`src/rtl/hwb_pkg.sv`:
```
package hwb_pkg;

   typedef enum logic {
      HWB_BUS_FULL = 1'b0,
      HWB_BUS_HALF = 1'b1
   } hwb_width_e;

   // Tag carried from a host read to the cycle its data is returned
   typedef struct packed {
      logic valid;
      logic from_latch;
      logic hi_half;
      logic is_cfg;
      logic narrow;
   } hwb_rsp_t;

endpackage

```
`src/rtl/hwb_mode_latch.sv`:
```
module hwb_mode_latch
   import hwb_pkg::*;
(
   input  logic       clk,
   input  logic       rst_n,
   input  logic       strap,
   output hwb_width_e mode,
   output logic       armed
);

   always_ff @(posedge clk or negedge rst_n) begin
      if (!rst_n) begin
         mode  <= HWB_BUS_FULL;
         armed <= 1'b0;
      end else if (!armed) begin
         mode  <= strap ? HWB_BUS_HALF : HWB_BUS_FULL;
         armed <= 1'b1;
      end
   end

endmodule

```
`src/rtl/hwb_wr_join.sv`:
```
module hwb_wr_join #(
   parameter int DW_W   = 6,
   parameter int HALF_W = 16
) (
   input  logic                clk,
   input  logic                rst_n,
   input  logic                wr,
   input  logic [DW_W-1:0]     dw,
   input  logic                hi_sel,
   input  logic [HALF_W-1:0]   half_data,
   output logic                fire,
   output logic [2*HALF_W-1:0] word
);

   logic              have_lo, have_hi;
   logic [DW_W-1:0]   dw_q;
   logic [HALF_W-1:0] lo_q, hi_q;
   logic              same_dw, partner_in;

   assign same_dw    = (have_lo | have_hi) && (dw == dw_q);
   assign partner_in = hi_sel ? have_lo : have_hi;
   assign fire       = wr && same_dw && partner_in;
   assign word       = hi_sel ? {half_data, lo_q} : {hi_q, half_data};

   always_ff @(posedge clk or negedge rst_n) begin
      if (!rst_n) begin
         have_lo <= 1'b0;
         have_hi <= 1'b0;
         dw_q    <= '0;
         lo_q    <= '0;
         hi_q    <= '0;
      end else if (wr) begin
         if (fire) begin
            have_lo <= 1'b0;
            have_hi <= 1'b0;
         end else begin
            if (!same_dw) begin
               dw_q    <= dw;
               have_lo <= !hi_sel;
               have_hi <= hi_sel;
            end else if (hi_sel) begin
               have_hi <= 1'b1;
            end else begin
               have_lo <= 1'b1;
            end
            if (hi_sel) hi_q <= half_data;
            else        lo_q <= half_data;
         end
      end
   end

endmodule

```
`src/rtl/hwb_rd_split.sv`:
```
module hwb_rd_split #(
   parameter int DW_W   = 6,
   parameter int WORD_W = 32
) (
   input  logic              clk,
   input  logic              rst_n,
   input  logic              rd,
   input  logic              wr,
   input  logic [DW_W-1:0]   dw,
   input  logic              fill,
   input  logic [WORD_W-1:0] fill_word,
   output logic              hit,
   output logic              fetch,
   output logic [WORD_W-1:0] lat_word
);

   logic            lat_valid;
   logic [DW_W-1:0] lat_dw;

   // A fill arriving this cycle already counts as held data
   assign hit   = rd && (lat_valid || fill) && (dw == lat_dw);
   assign fetch = rd && !hit;

   always_ff @(posedge clk or negedge rst_n) begin
      if (!rst_n) begin
         lat_valid <= 1'b0;
         lat_dw    <= '0;
         lat_word  <= '0;
      end else begin
         if (fill) lat_word <= fill_word;
         if (wr || hit) begin
            lat_valid <= 1'b0;
         end else if (fetch) begin
            lat_valid <= 1'b0;
            lat_dw    <= dw;
         end else if (fill) begin
            lat_valid <= 1'b1;
         end
      end
   end

endmodule

```
`src/rtl/hwb_bridge.sv`:
```
module hwb_bridge
   import hwb_pkg::*;
#(
   parameter int AW        = 8,
   parameter int HALF_W    = 16,
   parameter int CFG_DWORD = 24,
   parameter int CFG_BIT   = 2,
   parameter bit NARROW_EN = 1'b1
) (
   input  logic                                clk,
   input  logic                                rst_n,
   input  logic                                strap_half_bus,
   input  logic                                host_wr,
   input  logic                                host_rd,
   input  logic [AW-1:$clog2(HALF_W/8)]        host_addr,
   input  logic [2*HALF_W-1:0]                 host_wdata,
   output logic                                host_rvalid,
   output logic [2*HALF_W-1:0]                 host_rdata,
   output logic                                int_wr,
   output logic                                int_rd,
   output logic [AW-1:$clog2(HALF_W/8)+1]      int_addr,
   output logic [2*HALF_W-1:0]                 int_wdata,
   input  logic [2*HALF_W-1:0]                 int_rdata
);

   localparam int HBIT      = $clog2(HALF_W/8);
   localparam int LANE_BITS = HBIT + 1;
   localparam int WORD_W    = 2 * HALF_W;
   localparam int DW_W      = AW - LANE_BITS;

   if (HALF_W < 8 || (HALF_W % 8) != 0 || (HALF_W & (HALF_W - 1)) != 0) begin : g_bad_half
      $error("HALF_W must be a power of two of at least 8");
   end
   if (AW <= LANE_BITS) begin : g_bad_aw
      $error("AW too small for a DWORD index");
   end
   if (CFG_BIT < 0 || CFG_BIT >= HALF_W) begin : g_bad_cfg_bit
      $error("CFG_BIT must lie in the lower half");
   end
   if (CFG_DWORD < 0 || CFG_DWORD >= (1 << DW_W)) begin : g_bad_cfg_dw
      $error("CFG_DWORD outside the address space");
   end

   hwb_width_e        bus_mode;
   logic              mode_armed, mode_narrow;
   logic [DW_W-1:0]   acc_dw;
   logic              acc_hi, rd_go;
   logic              join_fire, lat_hit, lat_fetch, fill;
   logic [WORD_W-1:0] join_word, lat_word, fetched_word, resp_word;
   hwb_rsp_t          rsp_q;

   hwb_mode_latch u_mode (
      .clk   (clk),
      .rst_n (rst_n),
      .strap (strap_half_bus),
      .mode  (bus_mode),
      .armed (mode_armed)
   );

   assign mode_narrow = NARROW_EN && mode_armed && (bus_mode == HWB_BUS_HALF);
   assign acc_dw      = host_addr[AW-1:LANE_BITS];
   assign acc_hi      = host_addr[HBIT];
   assign rd_go       = host_rd & ~host_wr;

   if (NARROW_EN) begin : g_narrow
      hwb_wr_join #(.DW_W(DW_W), .HALF_W(HALF_W)) u_join (
         .clk       (clk),
         .rst_n     (rst_n),
         .wr        (host_wr & mode_narrow),
         .dw        (acc_dw),
         .hi_sel    (acc_hi),
         .half_data (host_wdata[HALF_W-1:0]),
         .fire      (join_fire),
         .word      (join_word)
      );
      hwb_rd_split #(.DW_W(DW_W), .WORD_W(WORD_W)) u_split (
         .clk       (clk),
         .rst_n     (rst_n),
         .rd        (rd_go & mode_narrow),
         .wr        (host_wr & mode_narrow),
         .dw        (acc_dw),
         .fill      (fill),
         .fill_word (fetched_word),
         .hit       (lat_hit),
         .fetch     (lat_fetch),
         .lat_word  (lat_word)
      );
   end else begin : g_full_only
      assign join_fire = 1'b0;
      assign join_word = '0;
      assign lat_hit   = 1'b0;
      assign lat_fetch = 1'b0;
      assign lat_word  = '0;
   end

   // Internal side
   assign int_wr    = mode_narrow ? join_fire : host_wr;
   assign int_wdata = mode_narrow ? join_word : host_wdata;
   assign int_rd    = mode_narrow ? lat_fetch : rd_go;
   assign int_addr  = acc_dw;

   // Response tag
   always_ff @(posedge clk or negedge rst_n) begin
      if (!rst_n) begin
         rsp_q <= '0;
      end else begin
         rsp_q.valid      <= rd_go;
         rsp_q.from_latch <= mode_narrow & lat_hit;
         rsp_q.hi_half    <= acc_hi;
         rsp_q.is_cfg     <= (acc_dw == DW_W'(CFG_DWORD));
         rsp_q.narrow     <= mode_narrow;
      end
   end

   always_comb begin
      fetched_word = int_rdata;
      if (rsp_q.is_cfg) fetched_word[CFG_BIT] = rsp_q.narrow;
   end

   assign fill      = rsp_q.valid & rsp_q.narrow & ~rsp_q.from_latch;
   assign resp_word = rsp_q.from_latch ? lat_word : fetched_word;

   always_comb begin
      host_rdata = '0;
      if (rsp_q.valid) begin
         if (rsp_q.narrow)
            host_rdata[HALF_W-1:0] = rsp_q.hi_half ? resp_word[WORD_W-1:HALF_W]
                                                   : resp_word[HALF_W-1:0];
         else
            host_rdata = resp_word;
      end
   end
   assign host_rvalid = rsp_q.valid;

endmodule

```
`config.mk`:
```
export PLATFORM = sky130hd
export DESIGN_NAME = hwb_bridge
export DESIGN_NICKNAME = d
export VERILOG_FILES = /design/src/rtl/hwb_pkg.sv /design/src/rtl/hwb_mode_latch.sv /design/src/rtl/hwb_wr_join.sv /design/src/rtl/hwb_rd_split.sv /design/src/rtl/hwb_bridge.sv
export SDC_FILE = /design/constraint.sdc
export NUM_CORES = 1
export LEC_CHECK = 0
export BUFFER_PORTS_ARGS = -buffer_cell sky130_fd_sc_hd__buf_2
export CAP_MARGIN = 20
export CELL_PAD_IN_SITES_DETAIL_PLACEMENT = 1
export CELL_PAD_IN_SITES_GLOBAL_PLACEMENT = 2
export CORE_ASPECT_RATIO = 1.1
export CORE_MARGIN = 2
export CORE_UTILIZATION = 33
export DETAILED_ROUTE_END_ITERATION = 6
export GPL_TIMING_DRIVEN = 0
export PLACE_DENSITY = 0.86
export SLEW_MARGIN = 20
export SYNTH_ARGS = -nofsm -noshare
export SYNTH_HDL_FRONTEND = slang
export SYNTH_SLANG_ARGS = --single-unit
```
`constraint.sdc`:
```
create_clock -name clk -period 2.4 [get_ports clk]
set_clock_uncertainty 0.05 [all_clocks]
set_input_delay 0.48 -clock clk [delete_from_list [all_inputs] [get_ports clk]]
set_output_delay 0.48 -clock clk [all_outputs]
set_load 0.02 [all_outputs]
```
---- Word level (Yosys, flattened, before mapping) ----
Index checks and enable logic that the tools add are counted.
word-level totals
  bits in registers ....................... 86
  logic and storage cells ................. 72
operators by class
  eq/ne operators ......................... 5
  muxes and demuxes ....................... 21
  bitwise logic cells ..................... 13
  reduce and logical (&&, ||, !) cells .... 18
operators by type and width
  cell                                                             count
  32-bit two-way mux                                               4
  16-bit two-way mux                                               3
  1-bit two-way mux                                                14
  6-bit == test                                                    2
  3-bit AND reduction                                              3
  1-bit logical AND                                                7
  1-bit AND                                                        6
  6-bit by 5-bit == test with 1-bit output, second input constant  1
  3-bit inequality test, second input constant                     2
  1-bit NOT                                                        6
  2-bit AND reduction                                              3
  3-bit nonzero test                                               1
  1-bit logical NOT                                                2
  1-bit logical OR                                                 2
  1-bit bitwise OR                                                 1

---- Depth between registers and ports, before layout ----
Gate-level depths: netlist of the first run.
  word-level depth ........................ 9
  mapped depth ............................ 6
  mapped depth without buffers ............ 5

---- Modules after synthesis ----
A second synthesis of the first run with hierarchy kept.
unflattened totals
  cells, all modules ...................... 544
  area total of the unflattened synthesis .. 5863.1 µm²
modules (own cells, without submodules)
  module          instances  cells an instance  area an instance (µm²)  seq. area each (µm²)
  hwb_wr_join     1          294                2725.1                  1001.0
  hwb_bridge      1          149                1537.7                  125.1
  hwb_rd_split    1          97                 1531.5                  975.9
  hwb_mode_latch  1          4                  68.8                    50.0

---- Worst setup path after synthesis of the first run ----
OpenSTA, ideal clock, no wires.
  path type ............................... flip-flop to output port
  start ................................... register rsp_q[3] in the netlist's numbering
  end ..................................... output port host_rdata[21]
  arrival time ............................ 1.661 ns
  required time ........................... 1.870 ns
  slack ................................... 0.209 ns
  stages on the path, launching flop included .. 7
  cells stage by stage .................... dfrtp_1 > buf_2 > buf_4 > buf_2 > buf_2 > mux2i_1 > nor2_1
between the ends
  word-level cells in the longest chain between the ends .. 3
RTL lines
  what                RTL line           text
  start: declaration  hwb_bridge.sv:50   hwb_rsp_t rsp_q;
  32-bit two-way mux  hwb_bridge.sv:121  assign resp_word = rsp_q.from_latch ? lat_word : fetched_word;
  16-bit two-way mux  hwb_bridge.sv:126  if (rsp_q.narrow)
  32-bit two-way mux  hwb_bridge.sv:125  if (rsp_q.valid) begin
  end: declaration    hwb_bridge.sv:18   output logic [2*HALF_W-1:0] host_rdata,
Every way passes these cells.

---- Worst setup path in the final report of the first run ----
  start ................................... register u_mode.armed
  end ..................................... output port int_wdata[11]
between the ends
  word-level cells in the longest chain between the ends .. 2
RTL lines
  what                      RTL line              text
  start: declaration        hwb_mode_latch.sv:8   output logic armed
  start signal: assignment  hwb_mode_latch.sv:14  armed <= 1'b0;
  start signal: assignment  hwb_mode_latch.sv:17  armed <= 1'b1;
  1-bit logical AND         hwb_bridge.sv:60      assign mode_narrow = NARROW_EN && mode_armed && (bus_mode == HWB_BUS_HALF);
  net mode_narrow           hwb_bridge.sv:45      logic mode_armed, mode_narrow;
  32-bit two-way mux        hwb_bridge.sv:98      assign int_wdata = mode_narrow ? join_word : host_wdata;
  end: declaration          hwb_bridge.sv:22      output logic [2*HALF_W-1:0] int_wdata,
The timed path passes the listed nets, and every way through them passes these cells.

==> results by group, run 1 <==
GRT
  – GRT overflow: 0
  – Antenna violations before repair: 2
  – Vias in the first global route: 3956
  – Largest net degree at the start of global routing: 52
  – Gr usage total: 17.7%
  – First-pass GRT wire length: 21300 um

Detailed routing
  – Initial DRC count: 111
  – Total length of routed wires: 13500 um
  – Total number of vias: 3602
  – DRT Pass-1 Iters: 4
  – # DRC: 0
  – Antenna-violating nets left: 0
  – Vias/cell: 4.87
  – Wire length per cell: 18.3 um

Clocking
  – CTS sink cnt: 86
  – Clock Tree Buf Depth: 2
  – Inserted Clock Buffers: 9
  – Worst-Skew Late Latency: 340 ps
  – H-Tree Depth: 3
  – CTS root buf: clkbuf_16
  – Clock transition at the registers of the reported paths: 60 ps
  – CTS tree: yes

Setup path
  – CP max FO: 10
  – WS Path Type: register to primary output
  – Startpoint class of the critical path: register
  – Setup crit end kind: primary output
  – Setup slack, reg-to-reg: 280 ps
  – Crit path DAT: 1810 ps
  – Req. time, crit path: 1870 ps

Outcome
  – Status: completed

Floorplan
  – Die width: 119 um
  – Die Span Y: 130 um
  – I/O pin count: 149
  – FP Rows: 46
  – Core Footprint: 14300 sq um
  – Total die area: 15500 sq um
  – Starting Density: 33.5%

Logic synthesis
  – Mapped Cells: 367
  – YS warnings: 0
  – Synth Area in Simple Gates: 7.68%
  – Syn avg cell area: 13.0 sq um
  – Asr flop ratio synth: 100%
  – Number of synthesized flops with an enable pin: 0
  – Synthesized area: 4780 sq um
  – Seq/Total Area, Yosys: 45.1%
  – Post-Syn Nets: 443
  – Post-synthesis compound-gate area fraction: 4.35%
  – Adder and majority gate portion of the synthesized area: 0%
  – Library cells used by synthesis: 38
  – Multiplexer share of the synthesized area: 37.3%
  – Post-Synth XOR/XNOR Area: 2.20%
  – Largest family of logic cells by synthesized area: multiplexers
  – Synthesis-stage register bit count: 86
  – Ys flop type: dfrtp_1

STA
  – Slew HR: 53.3%
  – Count of final setup violators: 0
  – Worst slew pin tran: 701 ps
  – Max frequency: 0.428 GHz
  – Slew Limit Fails: 0
  – Hold Fails Final Rpt: 0
  – Min Clock Period, post-route: 2340 ps
  – Crit share post-route: 97.4%
  – Worst setup margin: 62.9 ps

Pwr
  – Overall power: 4760 uW
  – Sw Ratio: 27.8%
  – Combinational share of power: 22.9%
  – VDD IR max: 274 uV
  – Clk pwr share: 34.4%
  – Sequential share of power: 42.7%
  – Pleak: 0.00300 uW
  – PD cells: 745 nW/um^2
  – Psw: 1320 uW
  – Power Internal: 3430 uW

Layout
  – Number of diodes: 0
  – Post-route cell area: 6390 sq um
  – Layout cells sized above 1: 59.0%
  – Commonest cells after routing, fill and taps aside: buf_2, dfrtp_1, mux2_2
  – Layout area overhead: 33.7%
  – Nets: 618
  – Final design utilization: 44.7%
  – Most common cell after layout, fill and taps aside: buf_2

Hold path
  – Hold Path Class: input pin to asynchronous set/reset pin

Place
  – IO buf count: 148
  – Dpl hpwl: 9980 um
  – GPL Wtd Cong: 0.749
  – Pre-CTS WS: -224 ps
  – Area post-placement: 5780 sq um

Flow run
  – Max-cap viol count: 0
## routing by layer
metal	vias to the layer above	routed length, um	track usage, %
met4	2	168	5.60
met2	126	6850	31.0
met3	13	800	3.89
met1	1798	5710	21.8
met5	-	10	0
li1	1663	-	-
## registers in the layout (all words and copies together), names as in the netlist
name and flops:
g_narrow.u_join.dw_q 6, g_narrow.u_join.have_hi 1, g_narrow.u_join.have_lo 1, g_narrow.u_join.hi_q 16
g_narrow.u_join.lo_q 16, g_narrow.u_split.lat_dw 6, g_narrow.u_split.lat_valid 1, g_narrow.u_split.lat_word 32
host_rvalid 1, rsp_q 4, u_mode.armed 1, u_mode.mode 1
## stage by stage
stage          cells  hold slack, ps  setup TNS, ps
2_1_floorplan    367             134              0
3_3_place_gp     707             431          -4100
3_5_place_dp     708             443          -5310
4_1_cts          725             157          -10.9
5_1_grt          739             172          -17.0
6_report         739             124              0
## worst paths after layout
| check | startpoint | endpoint | depth (start not counted) |
|---|---|---|---|
| max | u_mode.armed | int_wdata[11] | 6 |
| min | rst_n | g_narrow.u_split.lat_word[31] | 1 |
| max reg2reg | g_narrow.u_join.dw_q[2] | g_narrow.u_join.lo_q[10] | 7 |
| min reg2reg | g_narrow.u_split.lat_word[3] | g_narrow.u_split.lat_word[3] | 1 |
| max in group asynchronous | rst_n | host_rvalid | 2 |
| min in group clk | host_addr[1] | rsp_q[2] | 1 |
## cell families (layout without fill, tap and decap cells)
| family | after synthesis | after routing |
|---|---|---|
| AND/OR/NAND/NOR | 70 | 70 |
| flip-flops | 86 | 86 |
| multiplexers | 141 | 141 |
| buffers and inverters | 29 | 209 |
| other | 1 | 1 |
| XOR/XNOR | 12 | 12 |
| AO/OA/AOI/OAI | 28 | 28 |
## cell usage after synthesis (all sizes together) (2+ instances only)
cell type	count	area (sq um)
nand2	20	75.1
a31oi	2	42.5
nand3	2	15.0
nor3	3	26.3
clkbuf	9	33.8
and2	16	100
xnor2	6	52.6
a21o	2	15.0
buf	16	109
mux2i	33	330
nor2	21	78.8
a21oi	2	10.0
nand2b	2	12.5
mux2	93	1110
mux4	15	338
xor2	6	52.6
o21ai	17	85.1
inv	4	15.0
dfrtp	86	2150
## power by group through the flow
stage	sequential [uW]	combinational [uW]	clock [uW]
floorplan	1970	760	0
detailed placement	2040	1060	0
CTS	2030	1080	1680
finish	2030	1090	1640
global placement	2000	1010	0
global route	2070	1190	1740
## critical path, stage by stage, from the launching register on
cell        delay, ps
dfrtp_2           440
nand2_4           110
clkinvlp_4        140
nand2_4            90
buf_6             160
mux2_2            350
buf_2             160
## cell type report
cell class / instances / area, sq um
fillers: 1575 / 7890
multi-input cells: 252 / 2510
repair buffers: 165 / 907
clock inverters: 6 / 109
flip-flops and latches: 86 / 2150
inverters: 4 / 18.8
plain buffers: 24 / 206
clock buffers: 10 / 239
well taps: 192 / 240
## what timing repair did
action                                  in CTS  in global routing
hold buffers                                 0                  0
resized for setup                           26                 12
setup buffers                                2                 13
gates cloned                                 0                  1
pin swaps                                    1                  3
endpoints found under the setup margin      60                 43
Power figures use the tool's default switching activity.
==> inputs of run 2 (changes only) <==
Settings changed: CORE_ASPECT_RATIO 1.1 to default, SLEW_MARGIN 20 to default.
==> run 2 against run 1 <==
Effect of this change:
- sequential share of layout area grew 0.72 points
- critical path depth is the same
- clock power shrank 12%
- maximum frequency shrank 0.50%
- final cell count shrank 2.7%
- largest cell class unchanged
- largest power group unchanged
==> results by group, run 2 (same netlist as run 1, synthesis figures left out) <==
Layout
  – Nets: 610 (-1.3%)
  – Most common cell after layout, fill and taps aside: buf_2
  – Layout cells sized above 1: 57.9% (-1.2 points)
  – Layout area overhead: 30.9%
  – Area of the multi-input gates: 2500 sq um (-0.35%)
  – Number of diodes: 0 (unchanged)
  – Commonest cells after routing, fill and taps aside: buf_2, dfrtp_1, mux2_2
  – Max reg flops: 32 (unchanged)
  – Top reg by flops: g_narrow.u_split.lat_word
  – Regs by FF count: g_narrow.u_split.lat_word x32, g_narrow.u_join.hi_q x16, g_narrow.u_join.lo_q x16
  – Register area: 2150 sq um (unchanged)
  – Fillers: 1557 (-1.1%)

GRT
  – Antenna violations before repair: 0 (-2)
  – GRT overflow: 0 (unchanged)
  – Largest net degree at the start of global routing: 55 (+5.8%)
  – Gr usage total: 17.4% (-0.28 points)
  – Vias in the first global route: 3944 (-0.30%)
  – First-pass GRT wire length: 21400 um (+0.32%)

Setup path
  – Startpoint class of the critical path: register
  – CP startpoint: u_mode.armed
  – Setup slack, reg-to-reg: 320 ps (+40 ps)
  – WS Path Type: register to primary output
  – Reg2Reg Depth: 5 (-2)
  – R2R Path Start: u_mode.mode
  – Crit path DAT: 1820 ps (about the same)
  – Setup crit end kind: primary output
  – Capture point of the worst reg-to-reg path: g_narrow.u_join.lo_q[10]
  – Req. time, crit path: 1870 ps (about the same)
  – CP max FO: 10 (unchanged)
  – Worst Setup EP: int_wdata[9]

Hold path
  – Hold Path Class: input pin to asynchronous set/reset pin

Detailed routing
  – Total number of vias: 3579 (-0.64%)
  – Vias/cell: 4.98 (+2.1%)
  – Total length of routed wires: 13100 um (-3.5%)
  – Initial DRC count: 146 (+32%)
  – Wire length per cell: 18.2 um (-0.86%)
  – # DRC: 0 (unchanged)
  – DRT Pass-1 Iters: 4 (unchanged)
  – Antenna-violating nets left: 0 (unchanged)

Floorplan
  – Die Span Y: 124 um (-4.5%)
  – Total die area: 15500 sq um (about the same)
  – Core Footprint: 14000 sq um (-2.0%)
  – FP Rows: 43 (-6.5%)
  – Die width: 124 um (+4.7%)
  – Starting Density: 34.1% (+0.68 points)
  – I/O pin count: 149 (unchanged)

Place
  – IO buf count: 148 (unchanged)
  – Pre-CTS WS: -243 ps (-18.8 ps)
  – GPL Wtd Cong: 0.778 (+4.0%)
  – Dpl hpwl: 9610 um (-3.7%)

Clocking
  – Post-CTS Hold Fix Bufs: 0 (unchanged)
  – Clock Tree Buf Depth: 2 (unchanged)
  – CTS sink cnt: 86 (unchanged)
  – Worst-Skew Late Latency: 350 ps (about the same)
  – CTS tree: yes
  – H-Tree Depth: 3 (unchanged)
  – Clock transition at the registers of the reported paths: 60 ps (about the same)
  – CTS root buf: clkbuf_16
  – Inserted Clock Buffers: 9 (unchanged)

Flow run
  – Max-cap viol count: 0 (unchanged)

STA
  – Crit share post-route: 97.9% (+0.49 points)
  – Count of final setup violators: 0 (unchanged)
  – Slew Limit Fails: 0 (unchanged)
  – RSZ-0062 raised after global routing: true
  – Min Clock Period, post-route: 2350 ps (+11.7 ps)
  – Max frequency: 0.426 GHz (-0.50%)
  – Hold Fails Final Rpt: 0 (unchanged)
  – Worst setup margin: 51.2 ps (-11.7 ps)
  – Hold Slack: 46.5 ps (-77.7 ps)
  – Worst slew pin tran: 689 ps (-11.2 ps)
  – Slew HR: 54.0% (+0.75 points)

Pwr
  – VDD IR max: 365 uV (+33%)
  – PD cells: 725 nW/um^2 (-2.7%)
  – Pleak: 0.00293 uW (-2.2%)

Outcome
  – Status: completed
[run 2: cell types whose count changed in the layout (fill, tap and decap cells not counted), sizes merged]
cell    previous run  this run
bufinv             3         1
buf              179       171
clkbuf            20        22
[run 2: final cells by class]
cell class	instances	share of cell area (%)
well taps	180	3.60
plain buffers	24	3.32
repair buffers	157	13.5
multi-input cells	252	40.0
clock buffers	12	4.10
clock inverters	4	0.720
inverters	4	0.300
flip-flops and latches	86	34.5
[run 2: stage by stage]
stage               TNS (ps)  power, uW  cell area, sq um  std cells  util, %
floorplan                  0       2730              4780        367        -
global placement       -4100       3020              5740        695     41.0
detailed placement     -5030       3100              5770        696     41.3
CTS                        0       4590              6190        714     44.2
global route            -114       4790              6250        719     44.7
finish                     0       4530              6250        719     44.7
[run 2: worst min-delay path by stage]
stage                                            start                       endpoint  slack (ps)  depth (start not counted)
after floorplan                                  rst_n        g_narrow.u_join.dw_q[0]         130                          0
after global placement    g_narrow.u_split.lat_word[6]   g_narrow.u_split.lat_word[6]         430                          1
after detailed placement                         rst_n  g_narrow.u_split.lat_word[17]         420                          1
after CTS                                        rst_n        g_narrow.u_join.hi_q[4]          60                          1
after global routing                             rst_n  g_narrow.u_split.lat_word[19]          70                          1
final                                            rst_n  g_narrow.u_split.lat_word[19]          50                          1
[run 2: what timing repair did]
item / in CTS / in global routing
setup endpoints to repair: 60 / 41
pin swaps: 1 / 2
resized for setup: 25 / 8
endpoints found under the hold margin: 0 / 0
buffers inserted: 3 / 5
[run 2: layer usage]
layer	up-vias	share of wire (%)	GRT usage, %	wire length, um
met5	-	0	0	0
met2	128	49	29.2	6440
met4	0	1.4	5.22	178
met1	1797	42	21.7	5550
li1	1642	-	-	-
met3	12	6.8	5.07	894
[run 2: where the power goes]
group          switching [uW]  internal, uW  total [uW]
Clock                     578           859        1440
Sequential                219          1800        2020
Combinational             498           577        1070
Total                    1290          3240        4530
[run 2: worst max-delay path, stage by stage (launching register included)]
cell and delay, ps:
dfrtp_2 440, nand2_4 120, clkinvlp_4 150, nand2_4 100, buf_6 160, mux2_2 340, buf_2 160
